==> config.mk <==
export PLATFORM = sky130hd
export DESIGN_NAME = fifo_rd_pipe
export DESIGN_NICKNAME = d
export VERILOG_FILES = /design/src/rtl/fifo_rd_pkg.sv /design/src/rtl/fifo_rd_lane.sv /design/src/rtl/fifo_rd_drive.sv /design/src/rtl/fifo_rd_pipe.sv
export SDC_FILE = /design/constraint.sdc
export NUM_CORES = 1
export LEC_CHECK = 0
export BUFFER_PORTS_ARGS = -buffer_cell sky130_fd_sc_hd__buf_2
export CORE_MARGIN = 4
export CORE_UTILIZATION = 40
export CTS_CLUSTER_DIAMETER = 80
export DETAILED_ROUTE_END_ITERATION = 16
export PLACE_DENSITY = 0.55
export REMOVE_ABC_BUFFERS = 1
export SETUP_SLACK_MARGIN = 0.02
export SYNTH_ARGS = -nofsm -noshare
export SYNTH_HDL_FRONTEND = slang
export SYNTH_SLANG_ARGS = --single-unit
==> constraint.sdc <==
create_clock -name clk -period 4.6 [get_ports clk]
set_input_delay 0.46 -clock clk [delete_from_list [all_inputs] [get_ports clk]]
set_output_delay 0.46 -clock clk [all_outputs]
set_load 0.02 [all_outputs]
==> src/rtl/fifo_rd_pkg.sv <==
package fifo_rd_pkg;

    typedef enum logic [1:0] {
        WD_8  = 2'b00,
        WD_12 = 2'b01,
        WD_16 = 2'b10,
        WD_24 = 2'b11
    } width_e;

    typedef enum logic [1:0] {
        LS_CLEAR = 2'd0,
        LS_FILL  = 2'd1,
        LS_LIVE  = 2'd2
    } lane_state_e;

    function automatic int unsigned width_bits(input logic [1:0] code);
        unique case (width_e'(code))
            WD_8:    return 8;
            WD_12:   return 12;
            WD_16:   return 16;
            default: return 24;
        endcase
    endfunction

endpackage

==> src/rtl/fifo_rd_lane.sv <==
module fifo_rd_lane
    import fifo_rd_pkg::*;
#(
    parameter int W     = 12,
    parameter int DEPTH = 1024,
    parameter int LAT   = 8,
    parameter int AW    = $clog2(DEPTH)
) (
    input  logic          clk,
    input  logic          rst_n,
    input  logic          go,
    input  logic [W-1:0]  mem_q,
    output logic [AW-1:0] ptr,
    output logic [W-1:0]  q,
    output logic          q_valid
);

    localparam logic [AW-1:0] PTR_LAST = AW'(DEPTH - 1);

    logic [W-1:0] pipe_d [0:LAT];
    logic [LAT:0] pipe_v;
    lane_state_e  state_q, state_d;

    // pointer and per-stage valid bits
    always_ff @(posedge clk) begin
        if (!rst_n) begin
            ptr    <= '0;
            pipe_v <= '0;
        end else if (go) begin
            ptr    <= (ptr == PTR_LAST) ? '0 : ptr + 1'b1;
            pipe_v <= {pipe_v[LAT-1:0], 1'b1};
        end
    end

    // data stages: stage 0 captures the array word, the rest shift
    for (genvar s = 0; s <= LAT; s++) begin : g_stage
        if (s == 0) begin : g_head
            always_ff @(posedge clk) begin
                if (go) pipe_d[0] <= mem_q;
            end
        end else begin : g_body
            always_ff @(posedge clk) begin
                if (go) pipe_d[s] <= pipe_d[s-1];
            end
        end
    end

    // state register
    always_ff @(posedge clk) begin
        if (!rst_n) state_q <= LS_CLEAR;
        else        state_q <= state_d;
    end

    // next state
    always_comb begin
        state_d = state_q;
        unique case (state_q)
            LS_CLEAR: if (go)                    state_d = LS_FILL;
            LS_FILL:  if (go && pipe_v[LAT-1])   state_d = LS_LIVE;
            LS_LIVE:                             state_d = LS_LIVE;
            default:                             state_d = LS_CLEAR;
        endcase
    end

    // outputs
    always_comb begin
        q       = pipe_d[LAT];
        q_valid = (state_q == LS_LIVE);
    end

endmodule

==> src/rtl/fifo_rd_drive.sv <==
module fifo_rd_drive
    import fifo_rd_pkg::*;
#(
    parameter int W = 12
) (
    input  logic         cfg_dual,
    input  logic [1:0]   cfg_width,
    input  logic         oe0_n,
    input  logic         oe1_n,
    output logic [W-1:0] drv0,
    output logic [W-1:0] drv1
);

    localparam int CW = 2 * W;

    int unsigned        nbits;
    logic [CW-1:0]      used;

    always_comb begin
        nbits = width_bits(cfg_width);
        if (cfg_dual && nbits > W) nbits = W;
    end

    for (genvar j = 0; j < CW; j++) begin : g_used
        assign used[j] = (j < nbits);
    end

    always_comb begin
        if (cfg_dual) begin
            drv0 = used[W-1:0] & {W{~oe0_n}};
            drv1 = used[W-1:0] & {W{~oe1_n}};
        end else begin
            drv0 = used[W-1:0]  & {W{~oe0_n}};
            drv1 = used[CW-1:W] & {W{~oe1_n}};
        end
    end

endmodule

==> src/rtl/fifo_rd_pipe.sv <==
module fifo_rd_pipe
    import fifo_rd_pkg::*;
#(
    parameter int LANE_W = 12,
    parameter int DEPTH  = 1024,
    parameter int LAT    = 8,
    parameter int AW     = $clog2(DEPTH)
) (
    input  logic              clk,
    input  logic              rst_n,
    input  logic              cfg_dual,
    input  logic [1:0]        cfg_width,
    input  logic              rd_en0_n,
    input  logic              rd_en1_n,
    input  logic              oe0_n,
    input  logic              oe1_n,
    input  logic [LANE_W-1:0] mem_q0,
    input  logic [LANE_W-1:0] mem_q1,
    output logic [AW-1:0]     mem_addr0,
    output logic [AW-1:0]     mem_addr1,
    output logic              mem_rd0,
    output logic              mem_rd1,
    output logic [LANE_W-1:0] q0,
    output logic [LANE_W-1:0] q1,
    output logic              q_valid0,
    output logic              q_valid1,
    output logic [LANE_W-1:0] q0_drv,
    output logic [LANE_W-1:0] q1_drv
);

    logic en1_seen;

    // lane 1 enable is acted on one edge after it is sampled
    always_ff @(posedge clk) begin
        if (!rst_n) en1_seen <= 1'b0;
        else        en1_seen <= ~rd_en1_n;
    end

    assign mem_rd0 = ~rd_en0_n;
    assign mem_rd1 = cfg_dual ? en1_seen : ~rd_en0_n;

    fifo_rd_lane #(.W(LANE_W), .DEPTH(DEPTH), .LAT(LAT), .AW(AW)) u_lane0 (
        .clk     (clk),
        .rst_n   (rst_n),
        .go      (mem_rd0),
        .mem_q   (mem_q0),
        .ptr     (mem_addr0),
        .q       (q0),
        .q_valid (q_valid0)
    );

    fifo_rd_lane #(.W(LANE_W), .DEPTH(DEPTH), .LAT(LAT), .AW(AW)) u_lane1 (
        .clk     (clk),
        .rst_n   (rst_n),
        .go      (mem_rd1),
        .mem_q   (mem_q1),
        .ptr     (mem_addr1),
        .q       (q1),
        .q_valid (q_valid1)
    );

    fifo_rd_drive #(.W(LANE_W)) u_drive (
        .cfg_dual  (cfg_dual),
        .cfg_width (cfg_width),
        .oe0_n     (oe0_n),
        .oe1_n     (oe1_n),
        .drv0      (q0_drv),
        .drv1      (q1_drv)
    );

endmodule

==> impl_metrics.toml, run 1 <==
[layout]
mostFrequentLayoutCell = "edfxtp_1"
utilization_pct = 47.8
final-instance-count-excl-fill = 847
drive_gt1_share_pct = 27.8
final_cell_area_um2 = 10200
antenna_cells = 0
fillers = 1787
area.sequential_um2 = 7310
mostFrequentLayoutCells = "edfxtp_1 (216), buf_2 (104), dfxtp_1 (41)"
multi_input_area_um2 = 1070
nNetsFinal = 596
area_delta_synth_final_pct = 15.9

[critical_path]
crit_slowest_cell = "inv_4"
r2r-start = "en1_seen$_SDFF_PN0_"
cp.arrival_ns = 2.21
reg2reg_to = "u_lane1.pipe_d[0][88]$_DFFE_PN_"
path_delay_family = "buffers and inverters"
cp-startpoint = "en1_seen$_SDFF_PN0_"
critPathRequiredTime_ns = 4.14
cp-start-kind = "register"
cp.depth = 4
cp-end-kind = "primary output"
crit_chain = "and2_2, nor2_2, inv_4, buf_2"
slowest_delay_ns = 0.46
critPathKind = "register to primary output"
crit_fanout = 86
path_buf_inv = 2
regToRegSetupSlack_ns = 2.36
reg2regPathDepth = 4

[die]
initial_utilization_pct = 41.2
core_um2 = 21300
pin_count = 105
fp.dieH_um = 156
die_area_um2 = 24400
die_x_um = 156
rows = 53

[synth]
avgSynthCellArea_um2 = 18.8
synthesis.area_um2 = 8770
synthCells = 467
ys_seq_elements = 257
yosysSeqAreaShare_pct = 83.3
synth.distinct_cells = 43
ys.warnings.count = 0

[sta]
hold_viol = 0
tightestPinTransition_ns = 0.947
max_freq_mhz = 374
fin_crit_sh_pct = 58.1
period_minus_slack_ns = 2.67
fin_skew_ns = 0.0122
finalSetupViolCount = 0
rsz0062_at_grt = "no"
tns_ns = 0
slew_violations = 0
slew_headroom_pct = 36.9

[place]
place_area_um2 = 9300
io_buffers = 104
gp_congestion = 0.784
dpl.cell_count = 801
dp_hpwl_mm = 6.86

[power]
peakVddDrop_uv = 256
p_total_mw = 5.02
power_density_nw_per_um2 = 494
power.static_leakage_nw = 3.69

[detailed_routing]
vias = 3719
antenna_left = 0
vias_per_cell = 4.39
totalWireLength_mm = 11.0
drt-pass1-iter-count = 4
wl_per_cell_um = 13.0
drt_iter0_markers = 202
drc = 0

[clock_tree]
cts_root_buf = "clkbuf_16"
cts_resized = 0
hold_buffers = 0
cts_sinks = 257
clk_pin_slew_ns = 0.06
cts_htree_levels = 1
cts_tree = "done"
cts_made_buffers = 26
clk_latency_ns = 0.50
cts.path.max_buffers = 3
cts_setup_buffers = 0

[global_route]
grt_pass1_vias = 3797
grtUsageTotal_pct = 9.02
antenna_found_initial = 0
overflow = 0
grt_max_degree = 87
grt_pass1_wl_mm = 18.4

[hold_path]
holdPathEnd = "en1_seen$_SDFF_PN0_"
holdPathStages = 2
hold_path_class = "input pin to register"
min_from = "rd_en1_n"

[outcome]
status = "finished, final reports clean"

[run]
max_cap_viol_count = 0
==> final cells by class <==
type,instances,area share (%)
Sequential cell,257,71.9
Clock inverter,12,1.39
Multi-Input combinational cell,153,10.5
Inverter,9,0.381
Tap cell,275,3.38
Timing Repair Buffer,107,5.34
Clock buffer,34,7.10
==> stage by stage <==
| stage | hold slack (ns) | setup slack, ns |
|---|---|---|
| floorplan | 0.400 | 1.05 |
| global placement | 0.401 | 1.90 |
| detailed placement | 0.405 | 1.79 |
| CTS | 0.0767 | 1.89 |
| global route | 0.0844 | 1.69 |
| finish | 0.0988 | 1.93 |
==> synth_stat cells, drive strengths merged <==
master	number	area share, %
nor3	3	0.23
or3b	1	0.10
and4b	1	0.11
and2	8	0.58
and4	2	0.20
ha	9	1.3
mux2i	11	1.3
a31oi	2	0.14
o221a	1	0.13
edfxtp	216	74
and3b	1	0.10
nand2	27	1.2
clkbuf	3	0.13
o21a	3	0.26
xnor2	14	1.4
nand4b	1	0.10
o21ai	7	0.44
nor4b	1	0.27
o22ai	1	0.071
dfxtp	41	9.4
nand4	3	0.21
o2111ai	1	0.10
inv	9	0.39
nand3	6	0.40
a21oi	6	0.34
and2b	1	0.11
buf	45	4.0
a21boi	8	0.68
a2bb2oi	1	0.10
xor2	2	0.20
nor2b	12	0.94
nor2	18	0.80
nor4	2	0.48
==> cell families after synthesis <==
| group | after synthesis | synth area share (%) |
|---|---|---|
| and+or+nand+nor | 87 | 5.81 |
| AOI/OAI and AO/OA | 30 | 2.27 |
| DFF | 257 | 83.3 |
| adders and majority gates | 9 | 1.28 |
| muxes | 11 | 1.26 |
| xor gates and xnor gates | 16 | 1.60 |
| buffers and inverters | 57 | 4.49 |
==> worst max-delay path by stage <==
stage                     slack (ns)                         endpoint
after floorplan                 1.05      u_lane0.ptr[0]$_SDFFE_PN0N_
after global placement          1.90  u_lane1.pipe_d[0][97]$_DFFE_PN_
after detailed placement        1.79  u_lane1.pipe_d[0][97]$_DFFE_PN_
after CTS                       1.89                          mem_rd1
after global routing            1.69                          mem_rd1
final                           1.93                          mem_rd1
==> registers in the layout, indices dropped and copies added, names as in the netlist <==
name	count
en1_seen	1
u_lane0.state_q	2
u_lane1.ptr	10
u_lane0.ptr	10
u_lane1.state_q	2
u_lane0.pipe_v	8
u_lane1.pipe_v	8
u_lane1.pipe_d	108
u_lane0.pipe_d	108
==> power by group <==
| group | switching, mW | internal, mW | leakage (nW) |
|---|---|---|---|
| Clock | 0.780 | 1.27 | 0.429 |
| Combinational | 0.167 | 0.0828 | 0.840 |
| Sequential | 0.0411 | 2.68 | 2.42 |
==> per-layer routing <==
layer	GRT usage [%]	wire length (µm)	part of all wire, %	vias to the layer above
met5	0	0	0	-
met4	3.84	255	2.3	0
met3	1.94	505	4.6	22
met2	14.5	5330	48	73
met1	11.9	4910	45	1767
li1	-	-	-	1857
Note: power is estimated with default switching activity, not from simulation.
==> run 2, diff against run 1 <==
--- a/config.mk
+++ b/config.mk
@@ -5,6 +5,7 @@
 export SDC_FILE = /design/constraint.sdc
 export NUM_CORES = 1
 export LEC_CHECK = 0
+export ABC_AREA = 1
 export BUFFER_PORTS_ARGS = -buffer_cell sky130_fd_sc_hd__buf_2
 export CORE_MARGIN = 4
 export CORE_UTILIZATION = 40
==> constraint.sdc (replaced) <==
create_clock -name clk -period 2.7 [get_ports clk]
set_input_delay 0.27 -clock clk [delete_from_list [all_inputs] [get_ports clk]]
set_output_delay 0.27 -clock clk [all_outputs]
set_load 0.02 [all_outputs]
==> run 2 against run 1 <==
Against the previous run: total power up 72%; area after synthesis down 0.54%; register-to-register slack worse by 1.0 ns; sequential share of layout area shrank 1.8 points; synthesized cell count grew 12%.
==> impl_metrics.toml, run 2 <==
[synth]
synth.distinct_cells = 30
synthesis.area_um2 = 8720
synth_area_leader_cell = "edfxtp_1"
yosysSeqAreaShare_pct = 83.8
synthXorXnorAreaFrac_pct = 0.402
synth_compound_area_share_pct = 2.41
muxShareOfSynthArea_pct = 0
synth_top_cell_area_share_pct = 74.3
synth_most_common_cell = "edfxtp_1"
synth_ff_type = "edfxtp_1"
ys_seq_elements = 257
synthSimpleGateAreaFrac_pct = 6.42
avgSynthCellArea_um2 = 16.7
synth-edff-count = 216
ys.warnings.count = 0
async_flop_share_pct = 0
synth_common_cells = "edfxtp_1 (216), nor2_1 (67), buf_4 (42), dfxtp_1 (41), nand2_1 (38)"
synth_area_leaders = "edfxtp_1 (74%), dfxtp_1 (9.4%), buf_4 (3.6%)"
synth_adder_area_share_pct = 1.29
synth_top_family_by_area = "simple AND/OR/NAND/NOR gates"
synthCells = 524

[critical_path]
crit_chain = "nand2_2, o21ai_4, buf_2"
crit_fanout = 11
cp-start-kind = "register"
reg2regPathDepth = 6
cp-end-kind = "primary output"
critPathKind = "register to primary output"
reg2reg_to = "u_lane1.ptr[7]$_SDFFE_PN0N_"
r2r-start = "u_lane1.ptr[1]$_SDFFE_PN0N_"
slowest_delay_ns = 0.34
cp-startpoint = "en1_seen$_SDFF_PN0_"
path_buf_inv = 1
critPathRequiredTime_ns = 2.43
regToRegSetupSlack_ns = 1.32
crit_slowest_cell = "dfxtp_1"
cp.arrival_ns = 1.39
path_delay_family = "flip-flops"

[hold_path]
holdPathEnd = "u_lane0.pipe_v[7]$_SDFFE_PN0N_"
holdPathStages = 2
min_from = "rd_en0_n"
hold_path_class = "input pin to register"

[clock_tree]
cts.path.max_buffers = 3
cts_htree_levels = 1
clk_latency_ns = 0.52
clk_pin_slew_ns = 0.06
cts_sinks = 257
cts_resized = 0
cts_root_buf = "clkbuf_16"
cts_tree = "done"
cts_made_buffers = 26

[die]
fp.dieH_um = 156
initial_utilization_pct = 41.1
pin_count = 105
core_um2 = 21200
rows = 53
die_area_um2 = 24200
die_x_um = 156

[layout]
drive_gt1_share_pct = 24.6
fillers = 1784
top_regs = "u_lane0.pipe_d x108, u_lane1.pipe_d x108"
mostFrequentLayoutCell = "edfxtp_1"
antenna_cells = 0
mostFrequentLayoutCells = "edfxtp_1 (216), buf_2 (104), nor2_1 (67)"
nNetsFinal = 681
area_delta_synth_final_pct = 19.5

[sta]
slew_violations = 0
tightestPinTransition_ns = 0.544
slew_headroom_pct = 63.8
hold_viol = 0
max_freq_mhz = 601
tns_ns = 0
finalSetupViolCount = 0
period_minus_slack_ns = 1.66
fin_skew_ns = 0.00642
fin_crit_sh_pct = 61.6
rsz0062_at_grt = "no"

[place]
gp_congestion = 0.708
io_buffers = 104
dp_hpwl_mm = 7.07

[detailed_routing]
antenna_left = 0
drc = 0
vias_per_cell = 4.33
totalWireLength_mm = 11.5
wl_per_cell_um = 12.4
drt_iter0_markers = 198
drt-pass1-iter-count = 4
vias = 4040

[global_route]
antenna_found_initial = 0
grt_pass1_wl_mm = 19.0
overflow = 0
grt_max_degree = 68
grt_pass1_vias = 3894
grtUsageTotal_pct = 9.44

[power]
p_total_mw = 8.64
power.static_leakage_nw = 3.95
power_density_nw_per_um2 = 829
peakVddDrop_uv = 424

[outcome]
status = "finished, final reports clean"

[run]
max_cap_viol_count = 0
-- run 2: cell types whose count changed in the layout (fill, tap and decap cells not counted), sizes merged, moves of 14 or more --
cell / before / now
nor2: 18 / 69
dlygate4sd3: 0 / 25
inv: 9 / 37
o21ai: 7 / 26
nand2: 27 / 42
xnor2: 14 / 0
-- run 2: per-stage QoR --
step	std cells	utilization, %	worst slack (ns)	hold WS, ns	cell area [µm²]
final	934	49.1	1.04	0.146	10400
after global routing	934	49.1	0.955	0.142	10400
after global placement	861	43.9	1.00	0.400	9320
after CTS	934	49.1	0.992	0.124	10400
after detailed placement	861	43.9	0.963	0.405	9320
after floorplan	476	-	-2.12	0.342	8360
-- run 2: worst reg2reg max path: cells and delay by family (launching register included) --
family / cells / cell delay [ns]
fa+ha+maj: 1 / 0.20
simple gates: 4 / 0.39
compound gates: 1 / 0.29
flops: 1 / 0.39
-- run 2: layout make-up --
class                   count  area (µm²)  share of cell area, %
clock buffers              31         691                   6.63
clock inverters            17         165                   1.58
inverters                  36         138                   1.32
multi-input cells         183         926                   8.88
flip-flops and latches    257        7310                   70.1
well taps                 275         344                   3.30
repair buffers            135         853                   8.19
-- run 2: what timing repair did --
item                                   CTS  global route
setup buffers                            0             0
endpoints found under the hold margin   25             0
setup endpoints to repair                0             0
hold buffers                            25             0
-- run 2: kinds of logic after synthesis --
family,count (synthesis)
flops,257
simple gates,133
buf+inv,84
compound gates,37
fa+ha+maj,9
xor+xnor,4
-- run 2: worst max-delay path by stage --
| stage | endpoint | slack [ns] | cells past startpoint |
|---|---|---|---|
| final | mem_rd1 | 1.04 | 3 |
| after global routing | mem_rd1 | 0.95 | 3 |
| after CTS | mem_rd1 | 0.99 | 3 |
| after detailed placement | u_lane0.ptr[8]$_SDFFE_PN0N_ | 0.96 | 7 |
| after global placement | u_lane1.state_q[1]$_SDFFE_PN0P_ | 1.00 | 6 |
| after floorplan | u_lane1.ptr[5]$_SDFFE_PN0N_ | -2.12 | 4 |
-- run 2: metal layers --
metal,wire length (µm),part of all wire [%],global-route usage [%],up-vias
met5,0,0,0,-
met4,318,2.8,4.09,0
met3,627,5.4,2.55,25
met2,5470,47,15.1,92
met1,5130,44,12.2,1888
li1,-,-,-,2035
-- run 2: power breakdown --
part	internal [mW]	leakage, nW	total [mW]	switching (mW)
clock	2.11	0.414	3.49	1.38
combinational	0.171	1.12	0.492	0.321
sequential	4.58	2.42	4.65	0.0733
total	6.86	3.95	8.64	1.78
